### src/rtl/tt_pkg.sv
package tt_pkg;

  // Next level of a toggle latch given a flip request.
  function automatic logic tt_toggle_next(input logic q, input logic flip);
    return q ^ flip;
  endfunction

  // A read captures the counter only on a strobe that hits the mapped address.
  function automatic logic tt_rd_select(input logic stb, input logic hit);
    return stb & hit;
  endfunction

endpackage

### src/rtl/tt_prescaler.sv
module tt_prescaler #(
  parameter int W = 16
) (
  input  logic         clk,
  input  logic         rst,
  input  logic         en,
  output logic [W-1:0] pre_q,
  output logic         tick
);
  localparam logic [W-1:0] ONE = {{(W-1){1'b0}}, 1'b1};

  function automatic logic at_terminal(input logic [W-1:0] v);
    return &v;
  endfunction

  always_ff @(posedge clk) begin
    if (rst)     pre_q <= '0;
    else if (en) pre_q <= pre_q + ONE;
  end

  assign tick = en & at_terminal(pre_q);
endmodule

### src/rtl/tt_toggle.sv
module tt_toggle (
  input  logic clk,
  input  logic rst,
  input  logic flip,
  output logic q
);
  import tt_pkg::*;

  always_ff @(posedge clk) begin
    if (rst) q <= 1'b0;
    else     q <= tt_toggle_next(q, flip);
  end
endmodule

### src/rtl/tt_tick_counter.sv
module tt_tick_counter #(
  parameter int W = 16
) (
  input  logic         clk,
  input  logic         rst,
  input  logic         inc,
  output logic [W-1:0] cnt
);
  localparam logic [W-1:0] ONE = {{(W-1){1'b0}}, 1'b1};

  always_ff @(posedge clk) begin
    if (rst)      cnt <= '0;
    else if (inc) cnt <= cnt + ONE;
  end
endmodule

### src/rtl/tt_read_port.sv
module tt_read_port #(
  parameter int              ADDR_W   = 8,
  parameter int              DATA_W   = 16,
  parameter int              CNT_W    = 16,
  parameter logic [ADDR_W-1:0] CNT_ADDR = '0
) (
  input  logic              clk,
  input  logic              rst,
  input  logic              stb,
  input  logic [ADDR_W-1:0] addr,
  input  logic [CNT_W-1:0]  cnt,
  output logic [DATA_W-1:0] data
);
  import tt_pkg::*;

  logic hit;
  assign hit = (addr == CNT_ADDR);

  always_ff @(posedge clk) begin
    if (rst)                       data <= '0;
    else if (tt_rd_select(stb, hit)) data <= DATA_W'(cnt);
    else if (stb)                  data <= '0;
  end
endmodule

### src/rtl/tick_toggle_timer.sv
module tick_toggle_timer #(
  parameter int              PRE_W      = 16,
  parameter int              TCNT_W     = 16,
  parameter int              DATA_W     = 16,
  parameter int              ADDR_W     = 8,
  parameter logic [ADDR_W-1:0] CNT_ADDR = 8'h30,
  parameter int              PORT_W     = 6,
  parameter int              TOGGLE_BIT = 2
) (
  input  logic              clk,
  input  logic              rst,
  input  logic              cnt_en,
  input  logic              rd_stb,
  input  logic [ADDR_W-1:0] rd_addr,
  input  logic [PORT_W-1:0] ip_in,
  output logic              tick,
  output logic [PORT_W-1:0] ip_out,
  output logic [DATA_W-1:0] rd_data
);
  logic [PRE_W-1:0]  pre;
  logic [TCNT_W-1:0] tcnt;
  logic              toggle_q;

  tt_prescaler #(.W(PRE_W)) u_pre (
    .clk(clk), .rst(rst), .en(cnt_en), .pre_q(pre), .tick(tick)
  );

  tt_toggle u_tog (
    .clk(clk), .rst(rst), .flip(tick), .q(toggle_q)
  );

  tt_tick_counter #(.W(TCNT_W)) u_cnt (
    .clk(clk), .rst(rst), .inc(tick), .cnt(tcnt)
  );

  tt_read_port #(
    .ADDR_W(ADDR_W), .DATA_W(DATA_W), .CNT_W(TCNT_W), .CNT_ADDR(CNT_ADDR)
  ) u_rd (
    .clk(clk), .rst(rst), .stb(rd_stb), .addr(rd_addr), .cnt(tcnt), .data(rd_data)
  );

  // Replace one bit of the port vector with the toggle level.
  for (genvar i = 0; i < PORT_W; i++) begin : g_port
    if (i == TOGGLE_BIT) begin : g_tog
      assign ip_out[i] = toggle_q;
    end else begin : g_pass
      assign ip_out[i] = ip_in[i];
    end
  end
endmodule

### config.mk
export PLATFORM = sky130hd
export DESIGN_NAME = tick_toggle_timer
export DESIGN_NICKNAME = d
export VERILOG_FILES = /design/src/rtl/tt_pkg.sv /design/src/rtl/tt_prescaler.sv /design/src/rtl/tt_toggle.sv /design/src/rtl/tt_tick_counter.sv /design/src/rtl/tt_read_port.sv /design/src/rtl/tick_toggle_timer.sv
export SDC_FILE = /design/constraint.sdc
export NUM_CORES = 1
export LEC_CHECK = 0
export ABC_AREA = 1
export BUFFER_PORTS_ARGS = -buffer_cell sky130_fd_sc_hd__buf_2
export CORE_ASPECT_RATIO = 1.5
export CORE_UTILIZATION = 55
export CTS_BUF_LIST = sky130_fd_sc_hd__clkbuf_16
export CTS_CLUSTER_SIZE = 10
export DETAILED_ROUTE_END_ITERATION = 7
export PLACE_DENSITY = 0.8
export SYNTH_ARGS = -nofsm -noshare
export SYNTH_HDL_FRONTEND = slang
export SYNTH_SLANG_ARGS = --single-unit
export TNS_END_PERCENT = 5
### constraint.sdc
create_clock -name clk -period 1.56 [get_ports clk]
set_input_delay 0.156 -clock clk [delete_from_list [all_inputs] [get_ports clk]]
set_output_delay 0.156 -clock clk [all_outputs]
set_load 0.03 [all_outputs]
# Word-level counts from Yosys, hierarchy flattened
# Cells that the tools add are included.
[word_totals] out_inout_bits=23 reg_bits=49
[op_classes] n_mux=2 reduce_logical=2 n_addsub=2 bitwise=3 eq_ne=1
[op_table] cell="$add A16 B1 Y16 const B" n=2
[op_table] cell="$mux W16" n=2
[op_table] cell="$reduce_and A16 Y1" n=1
[op_table] cell="$eq A8 B6 Y1 const B" n=1
[op_table] cell="$and A1 B1 Y1" n=2
[op_table] cell="$reduce_bool A2 Y1" n=1
[op_table] cell="$xor A1 B1 Y1" n=1

# Depth between registers and ports, before layout
[logic_depth] ltp_word=3 mapped_depth=10

# Hierarchy
# From an unflattened synthesis, not the netlist that was laid out.
[hier_totals] cells_unflattened=346 hier_area_um2=2424.8
[by_module_without_submodules] module="tt_prescaler" area_per_inst_um2=863.3 cells_per_inst=129 instances=1
[by_module_without_submodules] module="tt_tick_counter" area_per_inst_um2=847.1 cells_per_inst=126 instances=1
[by_module_without_submodules] module="tt_read_port" area_per_inst_um2=630.6 cells_per_inst=79 instances=1
[by_module_without_submodules] module="tick_toggle_timer" area_per_inst_um2=45.0 cells_per_inst=6 instances=1
[by_module_without_submodules] module="tt_toggle" area_per_inst_um2=38.8 cells_per_inst=6 instances=1

# Worst setup path after synthesis
# Ideal clock, no wire load.
[synth_timing] path_kind="reg-to-reg" start="register u_pre.pre_q[0]" end="register u_tog.q" stages_incl_launch_ff=11 required_time_ns=1.447 slack_ns=0.104 arrival_time_ns=1.343 setup_time_ns=0.113 cell_sequence="dfxtp_1 ha_1 inv_1 nor2_2 nand2_4 nor2_8 nand2_2 inv_2 nand2_1 nand2_1 nor2_1"
[synth_between] elab_chain_cells=3
[synth_rtl] element="start, declared" line_no="tt_prescaler.sv:7" source="output logic [W-1:0] pre_q,"
[synth_rtl] element="start signal, assigned" line_no="tt_prescaler.sv:18" source="else if (en) pre_q <= pre_q + ONE;"
[synth_rtl] element="$reduce_and A16 Y1" line_no="tt_prescaler.sv:13" source="return &v;"
[synth_rtl] element="$and A1 B1 Y1" line_no="tt_prescaler.sv:21" source="assign tick = en & at_terminal(pre_q);"
[synth_rtl] element="via tick" line_no="tick_toggle_timer.sv:16" source="output logic tick,"
[synth_rtl] element="$xor A1 B1 Y1" line_no="tt_pkg.sv:5" source="return q ^ flip;"
[synth_rtl] element="end signal, assigned" line_no="tt_toggle.sv:11" source="else q <= tt_toggle_next(q, flip);"
[synth_rtl] element="end, declared" line_no="tt_toggle.sv:5" source="output logic q"
# The timed path passes the listed nets, and every way through them passes these cells.
# A chain may end at the register's enable or synchronous reset.

# Final worst setup path
[layout_timing] start="register u_pre.pre_q[1]" end="output tick"
[layout_between] elab_chain_cells=2
[layout_rtl] element="$reduce_and A16 Y1" line_no="tt_prescaler.sv:13"
[layout_rtl] element="$and A1 B1 Y1" line_no="tt_prescaler.sv:21"
[layout_rtl] element="end, declared" line_no="tick_toggle_timer.sv:16"
# No other way between the ends.

==> flow_summary.html <==
<table>
<tr><th>Metric</th><th>Value</th></tr>
<tr><th colspan="2">Synth</th></tr>
<tr><td>Flop and latch count out of synthesis</td><td>just under 50</td></tr>
<tr><td>Yosys cell types</td><td>28</td></tr>
<tr><td>Average cell area after synthesis</td><td>6.81 µm²</td></tr>
<tr><td>Cell area after synthesis</td><td>2410 µm²</td></tr>
<tr><td>Sequential area share after synthesis</td><td>0.407</td></tr>
<tr><td>Number of instances in the synthesized netlist</td><td>354</td></tr>
<tr><td>Yosys Warn Count</td><td>0</td></tr>
<tr><td>Synth Net Count</td><td>~370</td></tr>
<tr><th colspan="2">Global routing</th></tr>
<tr><td>Initial antenna violation count</td><td>0</td></tr>
<tr><td>Number of global-route vias before repair</td><td>around 2100</td></tr>
<tr><td>Grt total ovfl</td><td>0</td></tr>
<tr><td>Global-route usage over all layers</td><td>0.232</td></tr>
<tr><td>Maximum number of pins on one net before global-route repair</td><td>25</td></tr>
<tr><td>First-pass GRT wire length</td><td>a little under 9000 µm</td></tr>
<tr><th colspan="2">Place</th></tr>
<tr><td>Input/output buffers</td><td>29</td></tr>
<tr><td>Global placement routability congestion</td><td>0.899</td></tr>
<tr><td>Inst Count DP</td><td>about 430</td></tr>
<tr><td>Detailed Place HPWL</td><td>3810 µm</td></tr>
<tr><td>Placed Instance Area</td><td>2640 µm²</td></tr>
<tr><th colspan="2">Clock network</th></tr>
<tr><td>Clock latency reported for the late side of the worst-skew pair</td><td>290 ps</td></tr>
<tr><td>Clk pin slew, worst setup/hold paths</td><td>60 ps</td></tr>
<tr><td>Deepest clock path buffer count</td><td>2</td></tr>
<tr><td>TritonCTS clock tree</td><td>yes</td></tr>
<tr><td>CTS Hold Bufs</td><td>0</td></tr>
<tr><td>CTS H-tree depth</td><td>2</td></tr>
<tr><td>Root buf cell</td><td>sky130_fd_sc_hd__clkbuf_16</td></tr>
<tr><td>TritonCTS Buffers</td><td>5</td></tr>
<tr><td>Sinks on Clock Net</td><td>49</td></tr>
<tr><th colspan="2">Setup path</th></tr>
<tr><td>Critical R2R Launch</td><td>u_pre.pre_q[1]$_SDFFE_PP0P_</td></tr>
<tr><td>Launch point of the worst path</td><td>u_pre.pre_q[1]$_SDFFE_PP0P_</td></tr>
<tr><td>Category of cells accounting for the largest share of critical-path delay</td><td>simple AND/OR/NAND/NOR gates</td></tr>
<tr><td>Critical Setup Path Class</td><td>reg2out</td></tr>
<tr><td>Slowest cell on the critical path</td><td>sky130_fd_sc_hd__dfxtp_2</td></tr>
<tr><td>Cell breakdown of the critical path</td><td>ha_4, inv_1, nor2_4, nand2_4, nor2_8, nand2_2, inv_2, buf_6</td></tr>
<tr><td>Total buffers and inverters traversed by the critical path</td><td>3</td></tr>
<tr><td>Critical path data arrival time</td><td>1410 ps</td></tr>
<tr><td>Stage delay of the slowest cell on the critical path</td><td>350 ps</td></tr>
<tr><td>Sort of element at the end of the critical path</td><td>primary output</td></tr>
<tr><td>Maximum fanout along the worst path</td><td>3</td></tr>
<tr><td>Critical Path RT</td><td>1400 ps</td></tr>
<tr><td>Category of the worst setup path launch point</td><td>flip-flop</td></tr>
<tr><th colspan="2">Flow run</th></tr>
<tr><td>Maximum Capacitance Violations</td><td>0</td></tr>
<tr><th colspan="2">Finish</th></tr>
<tr><td>Fraction of final layout cells with drive strength greater than 1</td><td>0.221</td></tr>
<tr><td>Post-synthesis to final-layout area growth</td><td>19.0%</td></tr>
<tr><td>Highest-count cells in the layout ignoring fill and taps</td><td>89 x sky130_fd_sc_hd__nand2_1, 57 x sky130_fd_sc_hd__nor2_1, 41 x sky130_fd_sc_hd__dfxtp_1</td></tr>
<tr><td>Post-Layout Cell Count</td><td>440</td></tr>
<tr><td>Most common cell after layout, fill and taps aside</td><td>sky130_fd_sc_hd__nand2_1</td></tr>
<tr><td>Post-layout utilization of the core</td><td>0.682</td></tr>
<tr><td>Inserted Diodes</td><td>0</td></tr>
<tr><td>Layout Cell Area excl Fill</td><td>2870 µm²</td></tr>
<tr><td>Final net count</td><td>413</td></tr>
<tr><th colspan="2">Drt</th></tr>
<tr><td>DRC violations left</td><td>0</td></tr>
<tr><td>Via Count</td><td>approximately 2400</td></tr>
<tr><td>Routed length per placed instance</td><td>between 10 and 15 µm</td></tr>
<tr><td>Final ANT Viol Nets</td><td>0</td></tr>
<tr><td>Avg Vias per Cell</td><td>5.35</td></tr>
<tr><td>DR iter-0 viols</td><td>86</td></tr>
<tr><td>Iteration count of the initial detailed-routing pass</td><td>4</td></tr>
<tr><td>Total routed wirelength</td><td>5310 µm</td></tr>
<tr><th colspan="2">Timing</th></tr>
<tr><td>Unrepaired setup endpoints after global routing</td><td>true</td></tr>
<tr><td>Number of max-slew violations in the final report</td><td>0</td></tr>
<tr><td>Number of hold-slack violations in the final timing report</td><td>0</td></tr>
<tr><td>Post-route minimum period</td><td>1560 ps</td></tr>
<tr><td>Final setup vio count</td><td>1</td></tr>
<tr><td>Clock Skew</td><td>3.98 ps</td></tr>
<tr><td>Maximum frequency from static timing analysis</td><td>roughly 0.64 GHz</td></tr>
<tr><td>Tightest Pin Transition</td><td>424 ps</td></tr>
<tr><td>Fin worst setup slack</td><td>-2.45 ps</td></tr>
<tr><td>Relative slew slack</td><td>0.717</td></tr>
<tr><td>Period utilisation layout</td><td>1.00</td></tr>
<tr><th colspan="2">Floorplan</th></tr>
<tr><td>Row count</td><td>29</td></tr>
<tr><td>Initial standard-cell utilization of the core</td><td>0.573</td></tr>
<tr><td>Die area</td><td>4660 µm²</td></tr>
<tr><td>Core outline area</td><td>roughly 4200 µm²</td></tr>
<tr><td>Die extent in x</td><td>56.1 µm</td></tr>
<tr><td>Die height</td><td>between 80 and 90 µm</td></tr>
<tr><td>Number of top-level design ports</td><td>41</td></tr>
<tr><th colspan="2">Power</th></tr>
<tr><td>Leakage Power</td><td>0.00123 µW</td></tr>
<tr><td>Power Dens Cells</td><td>roughly 830 nW/µm²</td></tr>
<tr><td>Maximum vdd drop</td><td>between 0.8 and 0.9 mV</td></tr>
<tr><th colspan="2">Worst hold path</th></tr>
<tr><td>Path type of the worst min-delay path</td><td>in2reg</td></tr>
<tr><td>Start point of the worst min-delay path</td><td>cnt_en</td></tr>
<tr><th colspan="2">Outcome</th></tr>
<tr><td>Violated checks</td><td>setup timing</td></tr>
<tr><td>Outcome</td><td>finished, violations left</td></tr>
</table>
-- per-stage QoR --
stage	setup WS, ps	total power [µW]	hold WS [ps]	setup TNS, ps
floorplan	104	1370	329	0
global placement	52.9	1370	312	0
detailed placement	26.6	1380	312	0
CTS	3.60	2380	167	0
global route	-72.1	2440	182	-368
finish	-2.45	2370	169	-2.45
-- sequential cells by signal, summed over array words and instances (netlist names) --
register	cells
u_tog.q	1
u_cnt.cnt	16
u_rd.data	16
u_pre.pre_q	16
-- what timing repair did --
item,CTS,global route
endpoints found under the setup margin,1,13
resized for setup,9,11
cloned,0,0
pin swaps,5,3
setup buffers,4,1
-- per-layer routing --
layer | track usage | up-vias | routed length, µm
met5 | 0 | - | 0
met4 | 0.106 | 0 | 108
met3 | 0.0389 | 12 | 181
met2 | 0.435 | 48 | 2850
met1 | 0.243 | 1080 | 2170
li1 | - | 1214 | -
-- final timing paths --
| kind | end | slack, ps | depth (start not counted) |
|---|---|---|---|
| max | tick | -2 | 8 |
| max reg2reg | u_cnt.cnt[10]$_SDFFE_PP0P_ | 50 | 10 |
| min reg2reg | u_pre.pre_q[9]$_SDFFE_PP0P_ | 450 | 1 |
| min | u_pre.pre_q[0]$_SDFFE_PP0P_ | 170 | 3 |
-- Yosys cell counts (all sizes together) --
| cell type | instances | share of area |
|---|---|---|
| a21oi | 29 | 0.060 |
| a31oi | 2 | 0.0052 |
| and3 | 1 | 0.0026 |
| buf | 13 | 0.036 |
| clkbuf | 7 | 0.011 |
| dfxtp | 49 | 0.41 |
| ha | 2 | 0.010 |
| inv | 28 | 0.044 |
| nand2 | 95 | 0.16 |
| nand3 | 33 | 0.068 |
| nand3b | 2 | 0.0062 |
| nand4 | 12 | 0.031 |
| nor2 | 66 | 0.12 |
| nor3 | 5 | 0.015 |
| nor3b | 2 | 0.0062 |
| o21ai | 5 | 0.010 |
| o31ai | 1 | 0.0031 |
| xor2 | 2 | 0.0073 |
-- logic make-up after synthesis --
family / Yosys count / share of synthesized area
xor gates and xnor gates: 2 / 0.00726
buffers and inverters: 48 / 0.0908
adders and majority gates: 2 / 0.0104
AOI/OAI and AO/OA: 37 / 0.0788
and+or+nand+nor: 216 / 0.406
DFF: 49 / 0.407
-- area by class of cell --
class | count | area [µm²]
clock inverter | 3 | 12.5
multi-input combinational | 257 | 1250
timing repair buffer | 52 | 328
sequential | 49 | 991
clock buffer | 5 | 125
fill | 370 | 1340
tap | 46 | 57.6
inverter | 28 | 105
-- worst register-to-register path, cell delays in order (launching register included) --
cell and delay, ps:
sky130_fd_sc_hd__dfxtp_2 350, sky130_fd_sc_hd__ha_4 130, sky130_fd_sc_hd__inv_1 60, sky130_fd_sc_hd__nor2_4 140, sky130_fd_sc_hd__nand2_4 80, sky130_fd_sc_hd__nor2_8 90, sky130_fd_sc_hd__buf_4 160, sky130_fd_sc_hd__buf_4 150
sky130_fd_sc_hd__nand4_1 90, sky130_fd_sc_hd__nand2_1 100, sky130_fd_sc_hd__nor2_1 40
-- where the power goes --
group / total [µW] / internal (µW) / switching, µW
sequential: 1260 / 1260 / 5.48
clock: 1010 / 580 / 433
combinational: 94.9 / 34.8 / 60.1
total: 2370 / 1870 / 498
(Power assumes the default switching activity.)
